[src/rtl/dbnc_pkg.sv]
package dbnc_pkg;

  // Lockout window state
  typedef enum logic [0:0] {
    WIN_OPEN   = 1'b0,
    WIN_LOCKED = 1'b1
  } win_state_e;

  // Button level meaning released; all stages reset to this
  localparam logic BTN_IDLE = 1'b0;

endpackage

[src/rtl/dbnc_sync.sv]
module dbnc_sync #(
  parameter int STAGES = 2
) (
  input  logic clk,
  input  logic rst,
  input  logic din,
  output logic dout
);
  import dbnc_pkg::*;

  logic [STAGES-1:0] chain_q;

  for (genvar i = 0; i < STAGES; i++) begin : g_stage
    if (i == 0) begin : g_first
      always_ff @(posedge clk) begin
        if (rst) chain_q[0] <= BTN_IDLE;
        else     chain_q[0] <= din;
      end
    end else begin : g_next
      always_ff @(posedge clk) begin
        if (rst) chain_q[i] <= BTN_IDLE;
        else     chain_q[i] <= chain_q[i-1];
      end
    end
  end

  assign dout = chain_q[STAGES-1];

  AST_SYNC_DELAY: assert property (@(posedge clk) disable iff (rst)
    $stable(din) && $stable(chain_q) |=> $stable(dout));

endmodule

[src/rtl/dbnc_sampler.sv]
module dbnc_sampler #(
  parameter int DIV = 1
) (
  input  logic clk,
  input  logic rst,
  input  logic din,
  output logic dout
);
  import dbnc_pkg::*;

  if (DIV <= 1) begin : g_bypass
    logic unused_bypass;
    assign unused_bypass = ^{clk, rst};
    assign dout = din;
  end else begin : g_div
    localparam int DW = $clog2(DIV);
    localparam logic [DW-1:0] LAST = DW'(DIV - 1);

    logic [DW-1:0] div_q;
    logic          smp_q;
    logic          tick;

    assign tick = (div_q == LAST);

    always_ff @(posedge clk) begin
      if (rst) begin
        div_q <= '0;
        smp_q <= BTN_IDLE;
      end else if (tick) begin
        div_q <= '0;
        smp_q <= din;
      end else begin
        div_q <= div_q + 1'b1;
      end
    end

    assign dout = smp_q;

    AST_SAMPLE_ONLY_ON_TICK: assert property (@(posedge clk) disable iff (rst)
      !tick |=> $stable(smp_q));
    AST_DIV_IN_RANGE: assert property (@(posedge clk) disable iff (rst)
      div_q <= LAST);
  end

endmodule

[src/rtl/dbnc_lockout.sv]
module dbnc_lockout #(
  parameter int CNT_W = 17
) (
  input  logic clk,
  input  logic rst,
  input  logic din,
  output logic level_o
);
  import dbnc_pkg::*;

  localparam logic [CNT_W-1:0] TERM = '1;

  win_state_e       st_q;
  logic [CNT_W-1:0] cnt_q;
  logic             busy;

  assign busy = (st_q == WIN_LOCKED);

  always_ff @(posedge clk) begin
    if (rst) begin
      st_q    <= WIN_OPEN;
      cnt_q   <= '0;
      level_o <= BTN_IDLE;
    end else begin
      unique case (st_q)
        WIN_OPEN: begin
          if (din != level_o) begin
            level_o <= din;
            st_q    <= WIN_LOCKED;
            cnt_q   <= '0;
          end
        end
        WIN_LOCKED: begin
          if (cnt_q == TERM) begin
            st_q  <= WIN_OPEN;
            cnt_q <= '0;
          end else begin
            cnt_q <= cnt_q + 1'b1;
          end
        end
        default: st_q <= WIN_OPEN;
      endcase
    end
  end

  AST_ACCEPT_AT_ONCE: assert property (@(posedge clk) disable iff (rst)
    (!busy && din != level_o) |=> !$stable(level_o));
  AST_CHANGE_STARTS_LOCK: assert property (@(posedge clk) disable iff (rst)
    !$stable(level_o) |-> (busy && cnt_q == '0));
  AST_LOCK_HOLDS_LEVEL: assert property (@(posedge clk) disable iff (rst)
    busy |=> $stable(level_o));
  AST_OPEN_COUNT_CLEAR: assert property (@(posedge clk) disable iff (rst)
    (busy && cnt_q == TERM) |=> (!busy && cnt_q == '0));

endmodule

[src/rtl/dbnc_edge.sv]
module dbnc_edge (
  input  logic clk,
  input  logic rst,
  input  logic level_i,
  output logic pulse_o
);
  import dbnc_pkg::*;

  localparam int HIST = 2;

  // hist_q[0] is the newer stage, hist_q[HIST-1] the older
  logic [HIST-1:0] hist_q;

  always_ff @(posedge clk) begin
    if (rst) begin
      hist_q  <= {HIST{BTN_IDLE}};
      pulse_o <= 1'b0;
    end else begin
      hist_q  <= {hist_q[HIST-2:0], level_i};
      pulse_o <= hist_q[0] & ~hist_q[HIST-1];
    end
  end

  AST_PULSE_SINGLE: assert property (@(posedge clk) disable iff (rst)
    pulse_o |=> !pulse_o);
  AST_NO_PULSE_ON_RELEASE: assert property (@(posedge clk) disable iff (rst)
    $fell(level_i) |=> ##1 !pulse_o);

endmodule

[src/rtl/button_pulse_debouncer.sv]
module button_pulse_debouncer #(
  parameter int CNT_W       = 17,
  parameter int SAMPLE_DIV  = 1,
  parameter int SYNC_STAGES = 2
) (
  input  logic clk,
  input  logic rst,
  input  logic btn_raw,
  output logic press_pulse,
  output logic btn_level
);

  logic sync_lvl;
  logic smp_lvl;

  dbnc_sync #(.STAGES(SYNC_STAGES)) u_sync (
    .clk (clk),
    .rst (rst),
    .din (btn_raw),
    .dout(sync_lvl)
  );

  dbnc_sampler #(.DIV(SAMPLE_DIV)) u_sampler (
    .clk (clk),
    .rst (rst),
    .din (sync_lvl),
    .dout(smp_lvl)
  );

  dbnc_lockout #(.CNT_W(CNT_W)) u_lockout (
    .clk    (clk),
    .rst    (rst),
    .din    (smp_lvl),
    .level_o(btn_level)
  );

  dbnc_edge u_edge (
    .clk    (clk),
    .rst    (rst),
    .level_i(btn_level),
    .pulse_o(press_pulse)
  );

  AST_PULSE_WHILE_PRESSED: assert property (@(posedge clk) disable iff (rst)
    press_pulse |-> btn_level);

endmodule

[config.mk]
export PLATFORM = sky130hd
export DESIGN_NAME = button_pulse_debouncer
export DESIGN_NICKNAME = d
export VERILOG_FILES = /design/src/rtl/dbnc_pkg.sv /design/src/rtl/dbnc_sync.sv /design/src/rtl/dbnc_sampler.sv /design/src/rtl/dbnc_lockout.sv /design/src/rtl/dbnc_edge.sv /design/src/rtl/button_pulse_debouncer.sv
export SDC_FILE = /design/constraint.sdc
export NUM_CORES = 1
export LEC_CHECK = 0
export BUFFER_PORTS_ARGS = -buffer_cell sky130_fd_sc_hd__buf_2
export CORE_MARGIN = 8
export CORE_UTILIZATION = 50
export CTS_BUF_LIST = sky130_fd_sc_hd__clkbuf_2
export DETAILED_ROUTE_END_ITERATION = 6
export PLACE_DENSITY_LB_ADDON = 0.12
export SKIP_LAST_GASP = 1
export SYNTH_ARGS = -nofsm -noshare
export SYNTH_HDL_FRONTEND = slang
export SYNTH_SLANG_ARGS = --single-unit
export TNS_END_PERCENT = 10
[constraint.sdc]
create_clock -name clk -period 4.9 [get_ports clk]
set_input_delay 0.245 -clock clk [delete_from_list [all_inputs] [get_ports clk]]
set_output_delay 0.245 -clock clk [all_outputs]
set_load 0.02 [all_outputs]
==> reports/metrics.csv, run 1 <==
stage,metric,value,unit
cts,Root Driver,clkbuf_2,
yosys,ys flop type,dfxtp_1,
sta,Setup WS post-layout,2.33,ns
grt,Total GRT Usage,11.1,%
layout,layout cells sized above 1,6.98,%
place,Post-DP HPWL,1470,um
sta,worst slew pin tran,0.804,ns
cts,CTS Sinks,24,
route,Detail Route Antenna Nets,0,
place,pre-CTS setup slack,2.36,ns
setup_path,Critical Path Sink Type,flip-flop,
grt,overflow left after global routing,0,
layout,Non-Filler Instances,157,
place,GPL Wtd Cong,0.833,
layout,Register Area,480,um2
sta,unrepaired setup endpoints after global routing,false,
cts,Num CTS Buffers,3,
yosys,register area share after synthesis,43.4,%
sta,Max Clk Rate,390,MHz
sta,final hold slack,0.104,ns
min_path,worst min-delay path class,primary input to flip-flop,
sta,final hold violations,0,
pwr,power share of the combinational group,6.8,%
setup_path,WS Path Type,flip-flop to flip-flop,
cts,CTS tree,done,
layout,area growth from synthesis to layout,5.20,%
sta,Final setup viols,0,
setup_path,CP required,5.17,ns
route,vias per cell,5.99,
pwr,Max VDD drop,0.000150,V
yosys,register bit total from synthesis,24,
flow_run,Max Cap Viol,0,
yosys,mapped cell area,0.00111,mm2
layout,nets,135,
floorplan,Core Rows,17,
layout,Multi-input gate area,581,um2
cts,CTS resizes,0,
min_path,WHS Path Cells,2,
sta,Final Cycle Share,52.4,%
pwr,PD cells,306,mW/mm2
pwr,sequential share of power,56.6,%
floorplan,Die Height,63.1,um
setup_path,FF-to-FF Start,u_lockout.cnt_q[0],
place,Post-Place Cells,153,
cts,clk_lat worst skew,0.33,ns
yosys,Syn Inst Count,129,
yosys,Post-synth ARST share,0,%
yosys,synth unique cells,32,
pwr,net switching power,0.0000798,W
grt,largest net degree at the start of global routing,25,
layout,fillers,219,
route,Vias,941,
route,Wirelength per Cell,13.7,um
grt,initial antenna violation count,0,
min_path,Hold Path Sink,u_sync.chain_q[0],
cts,post-CTS setup buffers,0,
cts,cts hold-fix bufs,0,
setup_path,Reg2Reg Capture Point,u_lockout.cnt_q[9],
setup_path,worst reg-to-reg path cell count,9,
status,status,finished clean,
cts,deepest clock path buffer count,2,
pwr,Static Leak,0.425,nW
floorplan,die width,63.1,um
cts,htree depth,1,
setup_path,critical path arrival,2.84,ns
route,Total Wirelength,2150,um
pwr,switching fraction of total power,22.4,%
route,residual DRC count,0,
sta,Setup TNS,0,ns
floorplan,# IOs,5,
route,drt pass-1 iters,4,
floorplan,Starting Density,51.5,%
setup_path,Startpoint Class,flip-flop,
setup_path,flop2flop setup slack,2.33,ns
yosys,Post-synth EDFFs,0,
floorplan,Core ar.,0.00215,mm2
pwr,Internal Power,0.000276,W
min_path,Hold Startpoint,btn_raw,
sta,minimum clock period,2.57,ns
sta,max_slew headroom,46.3,%
layout,"most common cell after layout, fill and taps aside",dfxtp_1,
pwr,Clock power frac,36.6,%
yosys,syn nets,134,
floorplan,die area,0.00398,mm2
layout,ANT cells,0,
sta,Max Slew Vio Count,0,
place,Buffers on Ports,4,
route,initial drt markers,54,
yosys,Ys Warns,0,
yosys,Syn Area/Cell,8.58,um2
cts,clock slew at reported path FFs,0.23,ns
sta,clk_skew,0.00403,ns
layout,fin util,54.2,%
grt,first-pass GRT wire length,3730,um
setup_path,crit-path max FO,10,
layout,"commonest non-fill, non-tap cells in the layout","24 x dfxtp_1, 12 x nor2_1, 11 x a21oi_1",
grt,vias in the first global route,839,
==> through the flow <==
step | total power (W) | instance area [um2]
after global placement | 0.000229 | 1120
final | 0.000356 | 1160
after floorplan | 0.000224 | 1110
after global routing | 0.000371 | 1160
after detailed placement | 0.000230 | 1120
after CTS | 0.000360 | 1160
==> synth_stat cells, types with 2 or more instances <==
library cell / n / area (um2)
nor2b_1: 6 / 37.5
a22oi_1: 2 / 15.0
nand2_1: 6 / 22.5
mux2i_1: 2 / 20.0
a211oi_1: 3 / 22.5
and2_1: 2 / 12.5
nand3b_1: 2 / 15.0
buf_2: 4 / 20.0
dfxtp_1: 24 / 480
and3_1: 6 / 37.5
nand4b_1: 2 / 17.5
a31oi_1: 4 / 25.0
o21ai_0: 6 / 30.0
ha_1: 2 / 25.0
nor3_1: 2 / 10.0
o211ai_1: 2 / 15.0
a21oi_1: 11 / 55.1
nand3_1: 10 / 50.1
clkbuf_1: 3 / 11.3
nor2_1: 12 / 45.0
a41oi_1: 2 / 17.5
nand4_1: 3 / 18.8
a311oi_1: 4 / 35.0
==> layer usage <==
metal	vias to the layer above	share of wire [%]	global-route usage (%)
li1	481	-	-
met1	428	49	13.7
met2	30	45	17.5
met3	2	5.3	3.00
met4	0	0.65	4.84
met5	-	0	0
==> layout make-up <==
class | count | share of cell area, %
multi-input cells | 96 | 49.8
flip-flops and latches | 24 | 41.2
well taps | 28 | 3.01
clock inverters | 1 | 2.58
repair buffers | 4 | 1.72
clock buffers | 3 | 1.29
inverters | 1 | 0.322
==> state kept, by name, summed over array words and instances, names as in the netlist <==
signal and cells:
u_edge.hist_q 2, u_sync.chain_q 1, u_lockout.cnt_q 17, u_sync.dout 1, u_lockout.level_o 1, u_edge.pulse_o 1, u_lockout.busy 1
==> worst max path at each step <==
stage                                   from             endpoint  slack [ns]  depth (start not counted)
after floorplan           u_lockout.cnt_q[0]  u_lockout.cnt_q[14]        2.70                         11
after global placement    u_lockout.cnt_q[0]   u_lockout.cnt_q[9]        2.43                          9
after detailed placement  u_lockout.cnt_q[0]   u_lockout.cnt_q[9]        2.36                          9
after CTS                 u_lockout.cnt_q[0]   u_lockout.cnt_q[9]        2.34                          9
after global routing      u_lockout.cnt_q[0]   u_lockout.cnt_q[9]        2.12                          9
final                     u_lockout.cnt_q[0]   u_lockout.cnt_q[9]        2.33                          9
==> power groups by stage <==
| stage | clock network [W] | logic [W] | registers, W |
|---|---|---|---|
| finish | 0.000130 | 0.0000244 | 0.000201 |
| global route | 0.000142 | 0.0000274 | 0.000202 |
| CTS | 0.000134 | 0.0000245 | 0.000201 |
| detailed placement | 0 | 0.0000245 | 0.000205 |
| global placement | 0 | 0.0000239 | 0.000205 |
| floorplan | 0 | 0.0000204 | 0.000204 |
==> worst max-delay path, cell delays in order (launching register included) <==
cell and delay (ns):
dfxtp_1 0.39, ha_1 0.23, and2_1 0.26, nand3_1 0.16
nor3_1 0.07, ha_1 0.20, nand2b_1 0.30, nor2_1 0.47
a41oi_1 0.18, a311oi_1 0.24
==> logic make-up after synthesis <==
group	Yosys count	share of synthesized area, %
AOI/OAI and AO/OA	35	20.1
xor gates and xnor gates	1	0.791
adders and majority gates	2	2.26
buffers and inverters	9	4.18
DFF	24	43.4
muxes	2	1.81
and+or+nand+nor	56	27.5
No activity file was read; power rests on OpenSTA's default activity.
==> run 2: changes to the inputs <==
==> constraint.sdc (replaced) <==
create_clock -name clk -period 2.6 [get_ports clk]
set_input_delay 0.13 -clock clk [delete_from_list [all_inputs] [get_ports clk]]
set_output_delay 0.13 -clock clk [all_outputs]
set_load 0.02 [all_outputs]
==> reports/metrics.csv, run 2 (synthesis results as in run 1) <==
stage,metric,value,unit
setup_path,Reg2Reg Capture Point,u_lockout.cnt_q[9],
setup_path,WS Path Type,flip-flop to flip-flop,
layout,ANT cells,0,
sta,unrepaired setup endpoints after global routing,false,
route,Wirelength per Cell,14.3,um
setup_path,CP required,2.86,ns
setup_path,critical path arrival,2.56,ns
sta,clk_skew,0.0177,ns
pwr,Static Leak,0.431,nW
floorplan,Core Rows,17,
place,Buffers on Ports,4,
pwr,Max VDD drop,0.000329,V
layout,layout cells sized above 1,9.09,%
sta,worst slew pin tran,0.724,ns
layout,Top Registers,"u_lockout.cnt_q (17), u_edge.hist_q (2)",
cts,clock slew at reported path FFs,0.22,ns
cts,CTS tree,done,
setup_path,Startpoint Class,flip-flop,
place,GPL Wtd Cong,0.774,
sta,max_slew headroom,51.5,%
floorplan,Starting Density,51.5,%
pwr,PD cells,483,mW/mm2
min_path,WHS Path Cells,2,
cts,deepest clock path buffer count,2,
sta,Max Slew Vio Count,0,
grt,first-pass GRT wire length,3900,um
sta,final hold violations,0,
floorplan,Core ar.,0.00215,mm2
layout,"commonest non-fill, non-tap cells in the layout","24 x dfxtp_1, 12 x nor2_1, 11 x a21oi_1",
layout,fin util,54.5,%
sta,minimum clock period,2.30,ns
sta,Setup WS post-layout,0.295,ns
layout,most flop-heavy register,u_lockout.cnt_q,
route,Detail Route Antenna Nets,0,
status,status,finished clean,
min_path,Hold Path Sink,u_lockout.cnt_q[1],
cts,Root Driver,clkbuf_2,
route,drt pass-1 iters,4,
route,vias per cell,6.11,
setup_path,Critical Path Sink Type,flip-flop,
sta,Final setup viols,0,
sta,Final Cycle Share,88.6,%
route,Vias,977,
setup_path,crit-path max FO,6,
cts,Num CTS Buffers,3,
setup_path,worst reg-to-reg path cell count,9,
route,residual DRC count,0,
place,pre-CTS setup slack,0.269,ns
route,Total Wirelength,2290,um
grt,overflow left after global routing,0,
setup_path,flop2flop setup slack,0.30,ns
setup_path,Critical Path Start,u_lockout.cnt_q[0],
sta,Setup TNS,0,ns
floorplan,die area,0.00398,mm2
cts,clk_lat worst skew,0.33,ns
floorplan,Die Height,63.1,um
layout,fillers,212,
layout,"most common cell after layout, fill and taps aside",dfxtp_1,
cts,htree depth,1,
sta,Max Clk Rate,434,MHz
flow_run,Max Cap Viol,0,
route,initial drt markers,33,
min_path,worst min-delay path class,primary input to flip-flop,
grt,largest net degree at the start of global routing,25,
grt,vias in the first global route,864,
grt,Total GRT Usage,11.8,%
floorplan,# IOs,5,
place,Post-DP HPWL,1590,um
setup_path,FF-to-FF Start,u_lockout.cnt_q[0],
grt,initial antenna violation count,0,
min_path,Hold Startpoint,rst,
floorplan,die width,63.1,um
layout,nets,139,
layout,Largest register FFs,17,
cts,CTS Sinks,24,
layout,area growth from synthesis to layout,5.65,%
run 2: changes by cell type in the layout (fill, tap and decap cells not counted), sizes merged:
| cell | previous run | this run |
|---|---|---|
| bufinv | 1 | 0 |
| dlygate4sd3 | 0 | 1 |
| buf | 4 | 7 |
run 2: per-layer routing:
layer	routed length, um	vias to the layer above	GRT usage, %
li1	-	491	-
met1	1040	464	13.5
met2	1130	20	19.2
met3	110	2	3.89
met4	15	0	5.98
met5	0	-	0
run 2: area by class of cell:
type / count / area, um2 / share of cell area (%)
flip-flops and latches: 24 / 480 / 41.1
repair buffers: 8 / 52.6 / 4.49
clock buffers: 3 / 15.0 / 1.28
well taps: 28 / 35.0 / 2.99
inverters: 1 / 3.75 / 0.321
multi-input cells: 96 / 583 / 49.8
run 2: stage by stage:
| step | area [um2] | total power, W | hold slack (ns) | std cells |
|---|---|---|---|---|
| after floorplan | 1110 | 0.000423 | 0.209 | 129 |
| after global placement | 1140 | 0.000435 | 0.344 | 156 |
| after detailed placement | 1140 | 0.000435 | 0.364 | 156 |
| after CTS | 1160 | 0.000570 | 0.00634 | 159 |
| after global routing | 1170 | 0.000594 | 0.181 | 160 |
| final | 1170 | 0.000565 | 0.204 | 160 |
run 2: worst max-delay path by stage:
stage / to
after CTS: u_lockout.cnt_q[5]
after global routing: u_lockout.cnt_q[9]
after global placement: u_lockout.cnt_q[5]
after floorplan: u_lockout.cnt_q[14]
after detailed placement: u_lockout.cnt_q[9]
final: u_lockout.cnt_q[9]
run 2: power by group:
| group | leakage, nW | internal [W] | switching [W] |
|---|---|---|---|
| Clock | 0.0125 | 0.0000314 | 0.000105 |
| Combinational | 0.224 | 0.0000167 | 0.0000335 |
| Sequential | 0.194 | 0.000374 | 0.00000512 |
| Total | 0.431 | 0.000422 | 0.000143 |
run 2: worst max-delay path: stages, from the launching register on:
cell      delay, ns
dfxtp_1        0.38
ha_1           0.23
and2_1         0.19
nand3_1        0.13
nor3_1         0.08
ha_1           0.21
nand2b_1       0.19
nor2_1         0.39
a41oi_1        0.17
a311oi_1       0.27
run 2: timing repair:
action / in CTS / in global routing
setup buffers: 0 / 0
resized for setup: 0 / 1
hold endpoints to repair: 0 / 1
hold buffers: 0 / 1
setup endpoints to repair: 0 / 1
